## src/rtl/chargen_pkg.sv

```systemverilog
package chargen_pkg;
  localparam int ROW_W  = 4;
  localparam int CODE_W = 7;
  localparam int BANK_W = 4;
  localparam int ADDR_W = BANK_W + CODE_W + ROW_W;
  localparam int DATA_W = CODE_W + 1;

  typedef enum logic [1:0] {
    EDGE_RISE = 2'd0,
    EDGE_FALL = 2'd1,
    EDGE_ANY  = 2'd2
  } edge_kind_e;
endpackage

```

## src/rtl/chargen_edge.sv

```systemverilog
module chargen_edge
  import chargen_pkg::*;
#(
  parameter edge_kind_e KIND = EDGE_ANY,
  parameter bit         IDLE = 1'b0
) (
  input  logic clk_i,
  input  logic rst_ni,
  input  logic sig_i,
  output logic hit_o
);
  logic prev_q;

  always_ff @(posedge clk_i or negedge rst_ni) begin
    if (!rst_ni) prev_q <= IDLE;
    else         prev_q <= sig_i;
  end

  generate
    if (KIND == EDGE_RISE) begin : g_rise
      assign hit_o = sig_i & ~prev_q;
    end else if (KIND == EDGE_FALL) begin : g_fall
      assign hit_o = ~sig_i & prev_q;
    end else begin : g_any
      assign hit_o = sig_i ^ prev_q;
    end
  endgenerate
endmodule

```

## src/rtl/chargen_row_ctr.sv

```systemverilog
module chargen_row_ctr #(
  parameter int ROW_W = 4
) (
  input  logic             clk_i,
  input  logic             rst_ni,
  input  logic             frame_sync_ni,
  input  logic             row_preset_ni,
  input  logic             preset_fall_i,
  input  logic             step_i,
  output logic [ROW_W-1:0] row_o,
  output logic             armed_o
);
  logic             armed_q;
  logic [ROW_W-1:0] row_q;
  logic             clear;

  // latch: cleared for the whole frame-sync pulse, armed by first preset after it
  always_ff @(posedge clk_i or negedge rst_ni) begin
    if (!rst_ni)             armed_q <= 1'b0;
    else if (!frame_sync_ni) armed_q <= 1'b0;
    else if (preset_fall_i)  armed_q <= 1'b1;
  end

  // clear = latch cleared, or latch set with preset active
  assign clear = ~armed_q | ~row_preset_ni | ~frame_sync_ni;

  always_ff @(posedge clk_i or negedge rst_ni) begin
    if (!rst_ni)     row_q <= '0;
    else if (clear)  row_q <= '0;
    else if (step_i) row_q <= row_q + 1'b1;
  end

  assign row_o   = row_q;
  assign armed_o = armed_q;
endmodule

```

## src/rtl/chargen_steer.sv

```systemverilog
module chargen_steer #(
  parameter int CODE_W = 7
) (
  input  logic [CODE_W:0]   disp_i,
  input  logic [CODE_W-1:0] font_i,
  output logic [CODE_W:0]   out_o
);
  logic use_disp;
  assign use_disp = disp_i[CODE_W];

  // flag bit always passes straight through
  assign out_o[CODE_W] = disp_i[CODE_W];

  for (genvar b = 0; b < CODE_W; b++) begin : g_bit
    assign out_o[b] = use_disp ? disp_i[b] : font_i[b];
  end
endmodule

```

## src/rtl/chargen_addr.sv

```systemverilog
module chargen_addr
  import chargen_pkg::*;
#(
  parameter int P_ROW_W  = ROW_W,
  parameter int P_CODE_W = CODE_W,
  parameter int P_BANK_W = BANK_W,
  localparam int P_ADDR_W = P_BANK_W + P_CODE_W + P_ROW_W,
  localparam int P_DATA_W = P_CODE_W + 1
) (
  input  logic                clk_i,
  input  logic                rst_ni,
  input  logic                frame_sync_ni,
  input  logic                row_preset_ni,
  input  logic                da0_i,
  input  logic [P_BANK_W-1:0] bank_i,
  input  logic [P_DATA_W-1:0] disp_data_i,
  input  logic [P_CODE_W-1:0] font_data_i,
  output logic [P_ADDR_W-1:0] font_addr_o,
  output logic [P_DATA_W-1:0] vdg_data_o
);
  logic               preset_fall;
  logic               da_step;
  logic               armed;
  logic [P_ROW_W-1:0] row;

  chargen_edge #(.KIND(EDGE_FALL), .IDLE(1'b1)) u_preset_edge (
    .clk_i (clk_i),
    .rst_ni(rst_ni),
    .sig_i (row_preset_ni),
    .hit_o (preset_fall)
  );

  chargen_edge #(.KIND(EDGE_ANY), .IDLE(1'b0)) u_da_edge (
    .clk_i (clk_i),
    .rst_ni(rst_ni),
    .sig_i (da0_i),
    .hit_o (da_step)
  );

  chargen_row_ctr #(.ROW_W(P_ROW_W)) u_row (
    .clk_i        (clk_i),
    .rst_ni       (rst_ni),
    .frame_sync_ni(frame_sync_ni),
    .row_preset_ni(row_preset_ni),
    .preset_fall_i(preset_fall),
    .step_i       (da_step),
    .row_o        (row),
    .armed_o      (armed)
  );

  assign font_addr_o = {bank_i, disp_data_i[P_CODE_W-1:0], row};

  chargen_steer #(.CODE_W(P_CODE_W)) u_steer (
    .disp_i(disp_data_i),
    .font_i(font_data_i),
    .out_o (vdg_data_o)
  );
endmodule

```

## config.mk

```make
export PLATFORM = sky130hd
export DESIGN_NAME = chargen_addr
export DESIGN_NICKNAME = d
export VERILOG_FILES = /design/src/rtl/chargen_pkg.sv /design/src/rtl/chargen_edge.sv /design/src/rtl/chargen_row_ctr.sv /design/src/rtl/chargen_steer.sv /design/src/rtl/chargen_addr.sv
export SDC_FILE = /design/constraint.sdc
export NUM_CORES = 1
export LEC_CHECK = 0
export BUFFER_PORTS_ARGS = -buffer_cell sky130_fd_sc_hd__buf_4
export CAP_MARGIN = 25
export CORE_AREA = 4 4 41 43
export DETAILED_ROUTE_END_ITERATION = 8
export DIE_AREA = 0 0 45 47
export GPL_TIMING_DRIVEN = 0
export HOLD_SLACK_MARGIN = 0.15
export PLACE_DENSITY_LB_ADDON = 0.15
export SYNTH_ARGS = -nofsm -noshare
export SYNTH_HDL_FRONTEND = slang
export SYNTH_SLANG_ARGS = --single-unit
```

## constraint.sdc

```tcl
create_clock -name clk_i -period 2.8 [get_ports clk_i]
set_input_delay 0.42 -clock clk_i [delete_from_list [all_inputs] [get_ports clk_i]]
set_output_delay 0.42 -clock clk_i [all_outputs]
set_load 0.03 [all_outputs]
```

======== Word level (Yosys, flattened, before mapping) ========
Index checks and enable logic that the tools add are counted.
cells by class
  bitwise operators ....................... 7
  mux-type cells .......................... 11
  reductions and logical operators ........ 1
  add/subtract/negate cells ............... 1
  eq/ne operators ......................... 1
operators by type and width
  operator                                                number
  two-way mux 1 bit                                       9
  two-way mux 4 bit                                       2
  adder 4 x 1 -> 4 bit (second input constant)            1
  inverter 1 bit                                          3
  inequality test 2 x 1 -> 1 bit (second input constant)  1
  bitwise OR 1 bit                                        2
  nonzero test 2 bit                                      1
  AND 1 bit                                               1
  bitwise XOR 1 bit                                       1
storage, ports and cells
  output and inout port bits .............. 23
  input port bits ......................... 24
  bits in registers ....................... 7
  logic and storage cells ................. 25

======== Depth between registers and ports, before layout ========
  depth in word-level cells ............... 4
  depth in mapped cells ................... 4
  depth with buffers taken out ............ 4

======== By module ========
Synthesis repeated with hierarchy kept, for this count alone.
second synthesis, totals
  cells, all modules ...................... 43
  area, all modules ....................... 510.5 sq um
by module, submodules not included
  module                         instances  area each (sq um)  seq. area each (sq um)  cells each
  chargen_row_ctr                1          230.2              125.1                   19
  chargen_steer                  1          123.9              0.0                     9
  chargen_addr                   1          82.6               0.0                     11
  chargen_edge at u_preset_edge  1          40.0               26.3                    2
  chargen_edge at u_da_edge      1          33.8               25.0                    2

======== Worst setup path before layout ========
Ideal clock, no wire load.
  path kind ............................... input to output
  start ................................... input port disp_data_i[7]
  end ..................................... output port vdg_data_o[0]
  cell stages on the path ................. 2
  arrival ................................. 1.109 ns
  buffers on the path ..................... 1
  path slack .............................. 1.271 ns
  required time ........................... 2.380 ns
  cells stage by stage .................... clkbuf_1 > mux2_2
between the ends
  word-level cells in the longest chain between the ends .. 1
ends and longest elaborated chain
  element            line                 RTL
  start, declared    chargen_addr.sv:16   input logic [P_DATA_W-1:0] disp_data_i,
  two-way mux 1 bit  chargen_steer.sv:15  assign out_o[b] = use_disp ? disp_i[b] : font_i[b];
  end, declared      chargen_addr.sv:19   output logic [P_DATA_W-1:0] vdg_data_o
No other way between the ends.

======== Final worst setup path ========
  start ................................... input port disp_data_i[7]
  end ..................................... output port vdg_data_o[4]
The elaborated chain is that of the path after synthesis.

==> reports/results.ini <==
[outcome]
status=complete, no violations

[routing]
drt_wl_total_mm=1.32
routed_via_density=4.42
first_pass_iters=4
drtIter0Drc=6
vias=469
drc_errors=0
ant_nets=0
routedWlPerCell_um=12.4

[worst_setup_path]
crit_path_start_kind=primary input
path_max_fanout=7
critical_path_class=in -> out
rrSetupSlack_ns=1.63
worstPathRequired_ns=2.38
reg2reg_to=u_row.row_o[1]
r2r_cells=3
crit_arrival_ns=1.25
reg2reg_from=u_da_edge.prev_q
cp-end-kind=output port

[cells_and_area]
diodes=0
seqCellArea_um2=176
drive_gt1_frac=0.714
syn_to_final_growth_pct=79.0
nets=117
final_area_um2=822
fillers=117
multiInputGateArea_um2=185

[die]
die_width_um=45
dieHeight_um=47
rows=13
ios=47
core_area_um2=1300
initial_core_util=0.353
dieArea_um2=2120

[power_and_ir_drop]
power_density_nw_per_um2=378
vdd_drop_max_v=0.000368
cellLeakagePower_nw=0.429

[timing]
rsz0062_at_grt=false
final_max_slew_viol_count=0
setup_viol=0
fin_ws_ns=1.13
finalSetupTns_ns=0
finalCritPeriodShare=0.596
tightestPinTransition_ns=0.465
hold_violations=0
period_minus_slack_ns=1.67
fin_skew_ns=0.00654
clock.fmax_mhz=599
slew_headroom=0.688

[logic_synthesis]
synthesis.instances=45
async_flop_share=1.00
synth_top_area_share=0.327
ys_types=18
synth_warnings=0
yosys-top-cells-area=dfrtp_1 33%, buf_4 20%, mux2_2 17%, dfstp_2 5.7%, a21oi_1 3.3%
synth-edff-count=0
synth_top_cell_by_area=dfrtp_1
syn-cell-area_um2=459
syn_area_per_cell_um2=10.2
synthesis.nets=70
synth_commonest_cells=12 x buf_4, 7 x mux2_2, 6 x dfrtp_1
synth_most_common_cell=buf_4
ys_ff_latch=7
yosysSeqAreaShare=0.384
yosys_most_used_dff=dfrtp_1

[worst_hold_path]
hold-path-endpoint=u_da_edge.prev_q
holdCritStartpoint=da0_i
hp-class=in -> reg
hold_depth=1

[grt]
grt_pass1_vias=455
grt_overflow=0
gr-usage-all-layers=0.125
grt_max_degree=8
grt_pass1_wl_mm=1.90
antenna_found_initial=0

[place]
post_dp_cell_area_um2=786
io_buffers=41
dp_slack_ns=1.10
gp_congestion=0.734

[clock_tree]
cts-root-buf=clkbuf_4
cts_tree=yes
cts.htree.levels=1
numCtsBuffers=3
clk_pin_slew_ns=0.05
clock-sinks=7
insertion_delay_ns=0.24
clk_path_buf_depth=2
cts_setup_buffers=0

[run]
maxCapViolCount=0

[power breakdown]
part	internal, W	total (W)	switching [W]
sequential	0.000105	0.000106	0.00000126
clock	0.0000541	0.0000870	0.0000328
combinational	0.0000592	0.000118	0.0000591
total	0.000218	0.000311	0.0000932
[per-layer routing]
layer	part of all wire	vias to the layer above	global-route usage
li1	-	232	-
met1	0.36	203	0.146
met2	0.46	34	0.215
met3	0.17	0	0.0383
met4	0	0	0.0526
met5	0	-	0
[cell type report]
type	count	share of cell area
Buffer	13	0.114
Multi-Input combinational cell	24	0.225
Clock buffer	4	0.0320
Sequential cell	7	0.215
Timing Repair Buffer	42	0.387
Tap cell	15	0.0228
Inverter	1	0.00457
[registers in the layout, indices dropped and copies added (netlist names)]
signal and flops:
u_preset_edge.prev_q 1, u_row.armed_o 1, u_da_edge.prev_q 1, u_row.row_o 4
[stage by stage]
step | hold slack [ns] | util | cells | total power, W
2_1_floorplan | 0.124 | - | 45 | 0.000174
3_3_place_gp | 0.235 | 0.604 | 101 | 0.000225
3_5_place_dp | 0.234 | 0.604 | 101 | 0.000226
4_1_cts | 0.298 | 0.632 | 106 | 0.000317
5_1_grt | 0.292 | 0.632 | 106 | 0.000328
6_report | 0.304 | 0.632 | 106 | 0.000311
[what timing repair did]
item	in CTS	in global routing
resized for setup	0	0
hold buffers	1	0
endpoints found under the hold margin	6	0
[worst max-delay path by stage]
stage / slack [ns] / end / startpoint
detailed placement: 1.10 / vdg_data_o[0] / disp_data_i[7]
finish: 1.13 / vdg_data_o[4] / disp_data_i[7]
CTS: 1.10 / vdg_data_o[0] / disp_data_i[7]
global placement: 1.10 / vdg_data_o[4] / disp_data_i[7]
floorplan: 1.27 / vdg_data_o[0] / disp_data_i[7]
global route: 1.07 / vdg_data_o[2] / disp_data_i[7]
[cells by family after synthesis]
logic type,synth area share
AND/OR/NAND/NOR,0.0926
flip-flops,0.384
multiplexers,0.193
buffers and inverters,0.213
adder cells (fa/ha/maj),0.0272
XOR/XNOR,0.0191
AO/OA/AOI/OAI,0.0708
[placed cells by master, fill, tap and decap left out]
| master | instances |
|---|---|
| nand3_1 | 2 |
| clkbuf_4 | 3 |
| nor2_1 | 1 |
| buf_4 | 53 |
| dlygate4sd3_1 | 1 |
| mux2_2 | 7 |
| o21a_1 | 1 |
| clkbuf_1 | 2 |
| inv_1 | 1 |
| ha_1 | 1 |
| dfrtp_1 | 6 |
| dfstp_2 | 1 |
| nand2_1 | 1 |
| o21ai_0 | 2 |
| a21oi_1 | 3 |
| xnor2_1 | 1 |
| nor2b_1 | 1 |
| or3_1 | 2 |
| mux2i_1 | 1 |
| or2_2 | 1 |
[worst max-delay path, stage by stage]
cell,delay [ns]
clkbuf_1,0.28
mux2_2,0.38
buf_4,0.17
No activity file was read; power rests on OpenSTA's default activity.
